$ cat src/rtl/clkbuf_pwrup_pkg.sv
package clkbuf_pwrup_pkg;

  typedef enum logic [1:0] {
    PWR_OFF    = 2'd0,
    PWR_SETTLE = 2'd1,
    PWR_WAIT   = 2'd2,
    PWR_RUN    = 2'd3
  } pwr_state_e;

  localparam logic [1:0] LVL_LOW  = 2'b00;
  localparam logic [1:0] LVL_MID  = 2'b01;
  localparam logic [1:0] LVL_HIGH = 2'b10;

  localparam logic [1:0] BW_LOW    = 2'b00;
  localparam logic [1:0] BW_BYPASS = 2'b01;
  localparam logic [1:0] BW_HIGH   = 2'b11;

  typedef struct packed {
    logic       freq_sel;
    logic [1:0] bw_mode;
  } strap_t;

  // Level code to mode readback; the unused code falls back to bypass.
  function automatic logic [1:0] decode_bw_level(input logic [1:0] lvl);
    logic [1:0] m;
    case (lvl)
      LVL_LOW:  m = BW_LOW;
      LVL_MID:  m = BW_BYPASS;
      LVL_HIGH: m = BW_HIGH;
      default:  m = BW_BYPASS;
    endcase
    return m;
  endfunction

  // Settle interval in system clock cycles, never below one.
  function automatic int unsigned settle_cycles(input int unsigned clk_khz,
                                                input int unsigned settle_us);
    int unsigned c;
    c = (clk_khz * settle_us) / 1000;
    return (c == 0) ? 1 : c;
  endfunction

endpackage

$ cat src/rtl/pwrup_sync.sv
module pwrup_sync #(
  parameter int unsigned WIDTH  = 4,
  parameter int unsigned STAGES = 2
) (
  input  logic             clk,
  input  logic             rst_n,
  input  logic [WIDTH-1:0] async_i,
  output logic [WIDTH-1:0] sync_o
);

  localparam int unsigned CHAIN_W = WIDTH * STAGES;

  logic [CHAIN_W-1:0] chain_q;

  generate
    if (STAGES == 1) begin : g_single
      always_ff @(posedge clk or negedge rst_n) begin
        if (!rst_n) chain_q <= '0;
        else        chain_q <= async_i;
      end
    end else begin : g_chain
      always_ff @(posedge clk or negedge rst_n) begin
        if (!rst_n) chain_q <= '0;
        else        chain_q <= {chain_q[CHAIN_W-WIDTH-1:0], async_i};
      end
    end
  endgenerate

  assign sync_o = chain_q[CHAIN_W-1 -: WIDTH];

endmodule

$ cat src/rtl/pwrup_settle_timer.sv
module pwrup_settle_timer #(
  parameter int unsigned LIMIT = 20000
) (
  input  logic clk,
  input  logic rst_n,
  input  logic run_i,
  output logic done_o
);

  localparam int unsigned CW = (LIMIT > 1) ? $clog2(LIMIT) : 1;
  localparam logic [CW-1:0] LAST = CW'(LIMIT - 1);

  logic [CW-1:0] cnt_q;

  always_ff @(posedge clk or negedge rst_n) begin
    if (!rst_n)          cnt_q <= '0;
    else if (!run_i)     cnt_q <= '0;
    else if (cnt_q != LAST) cnt_q <= cnt_q + CW'(1);
  end

  assign done_o = run_i && (cnt_q == LAST);

endmodule

$ cat src/rtl/pwrup_strap_latch.sv
module pwrup_strap_latch
  import clkbuf_pwrup_pkg::*;
(
  input  logic       clk,
  input  logic       rst_n,
  input  logic       clear_i,
  input  logic       pg_i,
  input  logic       freq_pin_i,
  input  logic [1:0] bw_level_i,
  output logic       pg_rise_o,
  output logic       captured_o,
  output strap_t     strap_o
);

  logic   pg_q;
  logic   captured_q;
  strap_t strap_q;
  logic   capture;

  assign pg_rise_o = pg_i && !pg_q;
  assign capture   = pg_rise_o && !captured_q && !clear_i;

  always_ff @(posedge clk or negedge rst_n) begin
    if (!rst_n) begin
      pg_q       <= 1'b0;
      captured_q <= 1'b0;
      strap_q    <= '0;
    end else if (clear_i) begin
      pg_q       <= 1'b0;
      captured_q <= 1'b0;
      strap_q    <= '0;
    end else begin
      pg_q <= pg_i;
      if (capture) begin
        captured_q       <= 1'b1;
        strap_q.freq_sel <= freq_pin_i;
        strap_q.bw_mode  <= decode_bw_level(bw_level_i);
      end
    end
  end

  assign captured_o = captured_q;
  assign strap_o    = strap_q;

endmodule

$ cat src/rtl/clkbuf_pwrup_seq.sv
module clkbuf_pwrup_seq
  import clkbuf_pwrup_pkg::*;
#(
  parameter int unsigned CLK_KHZ     = 100000,
  parameter int unsigned SETTLE_US   = 200,
  parameter int unsigned SYNC_STAGES = 2
) (
  input  logic       clk,
  input  logic       rst_n,
  input  logic       supply_ok_i,
  input  logic       refclk_valid_i,
  input  logic       pll_locked_i,
  input  logic       pwr_good_i,
  input  logic       freq_sel_pin_i,
  input  logic [1:0] bw_level_i,
  input  logic       sw_override_i,
  input  logic [1:0] sw_bw_mode_i,
  output logic [1:0] state_o,
  output logic       out_en_o,
  output logic       straps_valid_o,
  output logic       pwrdn_o,
  output logic       freq_sel_o,
  output logic [1:0] bw_rdbk_o,
  output logic [1:0] bw_eff_o
);

  localparam int unsigned SETTLE_LEN = settle_cycles(CLK_KHZ, SETTLE_US);
  localparam int unsigned NSTAT      = 4;

  // Synchronized status inputs.
  logic [NSTAT-1:0] stat_s;
  logic sup_s, clk_s, lock_s, pg_s;

  pwrup_sync #(.WIDTH(NSTAT), .STAGES(SYNC_STAGES)) u_sync (
    .clk     (clk),
    .rst_n   (rst_n),
    .async_i ({pwr_good_i, pll_locked_i, refclk_valid_i, supply_ok_i}),
    .sync_o  (stat_s)
  );

  assign sup_s  = stat_s[0];
  assign clk_s  = stat_s[1];
  assign lock_s = stat_s[2];
  assign pg_s   = stat_s[3];

  // Named internal events.
  pwr_state_e state_q, state_d;
  logic settle_done;
  logic run_ready;
  logic run_drop;
  logic pg_rise;
  logic strap_clear;

  pwrup_settle_timer #(.LIMIT(SETTLE_LEN)) u_timer (
    .clk    (clk),
    .rst_n  (rst_n),
    .run_i  (state_q == PWR_SETTLE),
    .done_o (settle_done)
  );

  assign run_ready   = clk_s && pg_s && lock_s;
  assign run_drop    = !clk_s || !pg_s;
  assign strap_clear = !sup_s;

  always_comb begin
    state_d = state_q;
    if (!sup_s) begin
      state_d = PWR_OFF;
    end else begin
      case (state_q)
        PWR_OFF:    state_d = PWR_SETTLE;
        PWR_SETTLE: if (settle_done) state_d = PWR_WAIT;
        PWR_WAIT:   if (run_ready)   state_d = PWR_RUN;
        PWR_RUN:    if (run_drop)    state_d = PWR_WAIT;
        default:    state_d = PWR_OFF;
      endcase
    end
  end

  always_ff @(posedge clk or negedge rst_n) begin
    if (!rst_n) state_q <= PWR_OFF;
    else        state_q <= state_d;
  end

  // Strap capture on the first power-good rise.
  strap_t strap;
  logic   captured;

  pwrup_strap_latch u_straps (
    .clk        (clk),
    .rst_n      (rst_n),
    .clear_i    (strap_clear),
    .pg_i       (pg_s),
    .freq_pin_i (freq_sel_pin_i),
    .bw_level_i (bw_level_i),
    .pg_rise_o  (pg_rise),
    .captured_o (captured),
    .strap_o    (strap)
  );

  assign state_o        = state_q;
  assign out_en_o       = (state_q == PWR_RUN);
  assign straps_valid_o = captured;
  assign pwrdn_o        = captured && !pg_s;
  assign freq_sel_o     = strap.freq_sel;
  assign bw_rdbk_o      = strap.bw_mode;
  assign bw_eff_o       = sw_override_i ? sw_bw_mode_i : strap.bw_mode;

endmodule

$ cat config.mk
export PLATFORM = sky130hd
export DESIGN_NAME = clkbuf_pwrup_seq
export DESIGN_NICKNAME = d
export VERILOG_FILES = /design/src/rtl/clkbuf_pwrup_pkg.sv /design/src/rtl/pwrup_sync.sv /design/src/rtl/pwrup_settle_timer.sv /design/src/rtl/pwrup_strap_latch.sv /design/src/rtl/clkbuf_pwrup_seq.sv
export SDC_FILE = /design/constraint.sdc
export NUM_CORES = 1
export LEC_CHECK = 0
export BUFFER_PORTS_ARGS = -buffer_cell sky130_fd_sc_hd__buf_2
export CAP_MARGIN = 10
export CORE_ASPECT_RATIO = 1.2
export CORE_MARGIN = 2
export CORE_UTILIZATION = 54
export CTS_BUF_LIST = sky130_fd_sc_hd__clkbuf_8 sky130_fd_sc_hd__clkbuf_16
export CTS_CLUSTER_DIAMETER = 30
export CTS_CLUSTER_SIZE = 40
export DETAILED_ROUTE_END_ITERATION = 7
export MAX_ROUTING_LAYER = met4
export PLACE_DENSITY_LB_ADDON = 0.08
export SYNTH_ARGS = -nofsm -noshare
export SYNTH_HDL_FRONTEND = slang
export SYNTH_SLANG_ARGS = --single-unit
export TNS_END_PERCENT = 10
$ cat constraint.sdc
create_clock -name clk -period 2 [get_ports clk]
set_input_delay 0.4 -clock clk [delete_from_list [all_inputs] [get_ports clk]]
set_output_delay 0.4 -clock clk [all_outputs]
set_load 0.05 [all_outputs]
== Word level (Yosys, flattened, before mapping) ==
Index checks and enable logic that the tools add are counted.

* Mux-type cells: 14
* Reductions and logical operators: 15
* $add $sub $neg: 1
* Equality and inequality tests: 11

{| class="wikitable"
|+ Operators by type and width
! operator !! number
|-
| 15-bit two-way mux || 2
|-
| 15-bit by 1-bit adder with 15-bit output, second input constant || 1
|-
| 15-bit equality test, second input constant || 1
|-
| 15-bit != test, second input constant || 1
|-
| 2-bit two-way mux || 5
|-
| 3-bit != test, second input constant || 3
|-
| 2-bit one-hot mux with 4 select lines || 1
|-
| 1-bit logical AND || 7
|-
| 2-bit equality test, second input constant || 3
|-
| 3-bit two-way mux || 2
|-
| 1-bit zero test || 4
|-
| 2-bit zero test || 2
|-
| 2-bit one-hot mux with 2 select lines || 1
|-
| 1-bit two-way mux || 3
|-
| 3-bit AND reduction || 1
|-
| 2-bit by 1-bit equality test with 1-bit output, second input constant || 1
|-
| 2-bit by 1-bit != test with 1-bit output, second input constant || 1
|-
| 2-bit != test, second input constant || 1
|-
| 1-bit logical OR || 1
|}

* Output and inout port bits: 10
* Bits in registers: 30
* Logic and storage cells: 48
* Input bits: 12

== Longest topological paths before layout ==
* Depth in word-level cells: 6
* Gate-level depth with buffers: 5
* Gate-level depth less buffers: 5

== By module ==
A second synthesis with hierarchy kept.

* Cell total of the unflattened synthesis: 123
* Area total of the unflattened synthesis: 1430.1 um^2

{| class="wikitable"
|+ By module, submodules not included
! module !! cells an instance !! area each (um^2) !! times used !! sequential area each (um^2)
|-
| pwrup_settle_timer || 81 || 829.5 || 1 || 375.4
|-
| pwrup_strap_latch || 18 || 244.0 || 1 || 125.1
|-
| pwrup_sync || 12 || 230.2 || 1 || 200.2
|-
| clkbuf_pwrup_seq || 12 || 126.4 || 1 || 50.0
|}

== Worst setup path before layout ==
Ideal clock, no wire load.

* Path kind: register to output
* Start point: register u_straps.captured_q, in the netlist u_straps.captured_o
* End point: output pwrdn_o
* Data required time: 1.600 ns
* Slack: 0.180 ns
* Arrival: 1.420 ns
* Path buffers: 0
* Stages on the path, launching flop included: 2
* Cell sequence: dfrtp_1 -> nor2b_1

* Cells in the longest elaborated chain, start to end: 1

{| class="wikitable"
|+ RTL lines
! element !! line !! text
|-
| start, declared || pwrup_strap_latch.sv:16 || <nowiki>logic captured_q;</nowiki>
|-
| start signal, assigned || pwrup_strap_latch.sv:26 || <nowiki>captured_q <= 1'b0;</nowiki>
|-
| start signal, assigned || pwrup_strap_latch.sv:30 || <nowiki>captured_q <= 1'b0;</nowiki>
|-
| start signal, assigned || pwrup_strap_latch.sv:35 || <nowiki>captured_q <= 1'b1;</nowiki>
|-
| 1-bit logical AND || clkbuf_pwrup_seq.sv:104 || <nowiki>assign pwrdn_o = captured && !pg_s;</nowiki>
|-
| end, declared || clkbuf_pwrup_seq.sv:21 || <nowiki>output logic pwrdn_o,</nowiki>
|}

Every way passes these cells.

== Worst setup path after layout ==
* Start point: register u_timer.cnt_q[7]
* End point: register u_timer.cnt_q[5]

* Cells in the longest elaborated chain, start to end: 2

{| class="wikitable"
|+ RTL lines
! element !! line !! text
|-
| start, declared || pwrup_settle_timer.sv:13 || <nowiki>logic [CW-1:0] cnt_q;</nowiki>
|-
| start signal, assigned || pwrup_settle_timer.sv:18 || <nowiki>else if (cnt_q != LAST) cnt_q <= cnt_q + CW'(1);</nowiki>
|-
| 15-bit != test || pwrup_settle_timer.sv:18 ||
|-
| 2-bit != test (no line) || - ||
|}

Every way passes these cells.
A chain may end at the register's enable or synchronous reset.

==> results.rst <==
.. list-table::
   :header-rows: 1

   * - Metric
     - Value
   * - Final standard cell area without fillers
     - 1600 um^2
   * - Number of nets in the synthesized netlist
     - around 130
   * - R2r startpoint
     - u_timer.cnt_q[7]
   * - Root buffer selected by CTS
     - clkbuf_8
   * - Count of final max-slew check failures
     - 0
   * - Number of I/O pins
     - 22
   * - Relative slew slack
     - a little under three fifths
   * - Total of flip-flops plus latches after synthesis
     - 30
   * - Area used by multi-input combinational logic
     - around 560 um^2
   * - Worst Path Class, Setup
     - reg2reg
   * - Total vias in the final route
     - 992
   * - Worst ir drop on vdd
     - approximately 1.1 mV
   * - Number of buffers added to fix hold violations after cts
     - 0
   * - Critical Path Max Stage Delay
     - ~0.58 ns
   * - CP Max Fanout
     - 8
   * - Max-cap violation count
     - 0
   * - Reg2Reg Setup Slack
     - 0.15 ns
   * - Initial core utilization
     - between 50% and 60%
   * - Worst slack, placed
     - roughly 0.17 ns
   * - Power density over the cells
     - approximately 940 nW/um^2
   * - Max Root-Sink Buffers
     - 2
   * - Number of synthesized flops with an enable pin
     - 0
   * - Max H-tree Level
     - 2
   * - Setup TNS
     - 0 ns
   * - Half-perimeter wire length after detailed placement
     - between 1500 and 2000 um
   * - Routed Wire Length
     - between 2000 and 2500 um
   * - Clock transition time at the flip-flop clock pins of the worst setup and hold paths
     - around 0.07 ns
   * - Number of standard-cell rows in the floorplan
     - 19
   * - Die extent in x
     - between 40 and 50 um
   * - Antenna cell count
     - 0
   * - Endpoint of the most critical setup path
     - u_timer.cnt_q[5]
   * - Hold Slack
     - approximately 0.13 ns
   * - Average wire length per cell after detail routing
     - roughly 14 um
   * - Weighted congestion reported at the end of routability-driven placement
     - 0.870
   * - Setup Skew
     - ~0.0075 ns
   * - Arrival @ worst endpoint
     - about 2 ns
   * - Post-route minimum period
     - 1.85 ns
   * - Antenna violations before repair
     - 0
   * - Post-Syn Area
     - between 1000 and 1500 um^2
   * - Upper clock frequency limit
     - 0.540 GHz
   * - R2R Path End
     - u_timer.cnt_q[5]
   * - Remaining design rule violation count
     - 0
   * - Cell breakdown of the critical path
     - or4b_4 > nor4_4 > or4_2 > a21oi_1
   * - Die span in y
     - roughly 58 um
   * - Signed area change from the synthesized netlist to the final layout
     - 20.8%
   * - Detailed-route vias per instance
     - 5.54
   * - Total die area
     - roughly 2900 um^2
   * - Cell with the largest stage delay on the worst path
     - or4b_4
   * - Vias in the first global route
     - between 900 and 1000
   * - Final hold vios
     - 0
   * - Slew at the pin closest to its max-slew limit
     - between 0.6 and 0.7 ns
   * - Crit path setup slack, layout
     - around 0.15 ns
   * - Starting DRC count in detailed routing
     - 18
   * - Predominant post-synthesis flop cell
     - dfrtp_1
   * - Drt pass-1 iters
     - 4
   * - Number of warnings reported in the yosys synthesis log
     - 0
   * - Setup repair after global routing missed its margin
     - no
   * - Final design utilization
     - 69.3%
   * - Fraction of layout instances using a drive strength above 1
     - 23.6%
   * - Final antenna-violating net count
     - 0
   * - Synth Area per Inst
     - around 11 um^2
   * - Filler cell count
     - 190
   * - Final-report setup violation count
     - 0
   * - Area of the core
     - about 2300 um^2
   * - Outcome
     - finished, final reports clean
   * - PostCTS Resize Cnt
     - 0
   * - Required arrival time at the worst endpoint
     - around 2.2 ns
   * - Area taken by flip-flops and latches
     - 751 um^2
   * - Pleak
     - roughly 0.74 nW
   * - First-pass GRT wire length
     - about 4200 um
   * - Synthesized netlist cell count
     - 120
   * - Setup repair bufs after CTS
     - 0
   * - # clock sinks
     - 30
   * - Worst-skew pair later-pin latency
     - slightly below 0.3 ns
   * - TritonCTS buffer count
     - 5
   * - Depth of the worst register-to-register path
     - 4
   * - Largest net degree at the start of global routing
     - 31
   * - Total global routing track utilization
     - about 22%
   * - Crit end category
     - register
   * - Count of different cell masters after synthesis
     - 37
   * - Final period util
     - between 90 and 100%
   * - Number of nets in the final layout
     - 160
   * - Fraction of synthesis flops using an asynchronous set or reset pin
     - 100%
   * - CP startpoint kind
     - register
   * - Post-detailed-placement cell area
     - 1460 um^2
   * - Global route overflow
     - 0
   * - TritonCTS clock tree
     - yes
   * - Share of synthesized area occupied by flip-flops and latches
     - between 50% and 60%
   * - Worst min-delay path class
     - in2async
   * - Critical path origin
     - u_timer.cnt_q[7]
   * - Buffers added on ports
     - 21
logic make-up after synthesis:
family,after synthesis,synth area share (%)
fa+ha+maj,1,0.945
xor+xnor,7,4.63
flops,30,56.7
compound gates,18,8.32
buf+inv,2,1.13
simple gates,59,25.8
mux,3,2.46
worst max-delay path, delay by kind of cell (launching register included):
kind,cells,cell delay [ns]
compound gates,1,0.05
flops,1,0.45
simple gates,3,1.21
cell type report:
class                      count  area share [%]
clock buffer                   6            5.16
tap                           31            2.43
timing repair buffer          21            6.57
clock inverter                 2            3.76
multi-input combinational     88            34.9
inverter                       1           0.235
sequential                    30            46.9
power by group:
group,switching (mW),internal [mW],total (mW)
clock,0.228,0.531,0.759
sequential,0.0157,0.627,0.643
combinational,0.0709,0.0316,0.103
registers in the layout (all words and copies together) (netlist names):
register / count
state_o: 2
u_straps.captured_o: 1
u_straps.pg_q: 1
u_straps.strap_o: 3
u_sync.chain_q: 8
u_timer.cnt_q: 15
how the worst min path moves through the flow:
| stage | end | slack (ns) |
|---|---|---|
| global route | u_straps.strap_o[2] | 0.20 |
| detailed placement | u_sync.chain_q[4] | 0.34 |
| finish | u_straps.strap_o[1] | 0.13 |
| global placement | u_sync.chain_q[7] | 0.34 |
| floorplan | state_o[0] | 0.10 |
| CTS | u_straps.strap_o[1] | 0.15 |
Yosys cell counts (all sizes together), types with 2 or more instances:
master	count	area [um^2]
nand2	10	37.5
or4b	2	23.8
or4	2	16.3
mux2	2	22.5
xnor2	2	17.5
nand3	7	35.0
nor4	3	33.8
nor3	3	15.0
and2	2	12.5
dfrtp	30	751
nor2b	6	37.5
and4	2	18.8
o21ai	6	30.0
or3	3	18.8
xor2	5	43.8
nand4	2	12.5
nor2	12	45.0
a21oi	5	25.0
o21a	2	15.0
routing by layer:
metal	global-route usage (%)	share of wire, %
met1	23.2	41
met2	34.0	51
met3	5.41	4.7
met4	17.1	3.7
met5	-	0
metrics by stage:
step,std cells,power [mW]
global route,179,1.56
finish,179,1.50
CTS,179,1.52
detailed placement,171,0.758
floorplan,120,0.719
global placement,171,0.755
cell usage in the layout (no fill, tap or decap), types with 3 or more instances in the layout:
cell,Yosys,layout
a21oi_1,5,5
buf_2,0,21
clkbuf_8,0,6
dfrtp_1,30,30
nand2_1,10,10
nand3_1,7,7
nor2_1,12,12
nor2b_1,6,6
nor3_1,3,3
o21ai_0,6,6
or3_1,3,3
xor2_1,5,5
(Power assumes the default switching activity.)
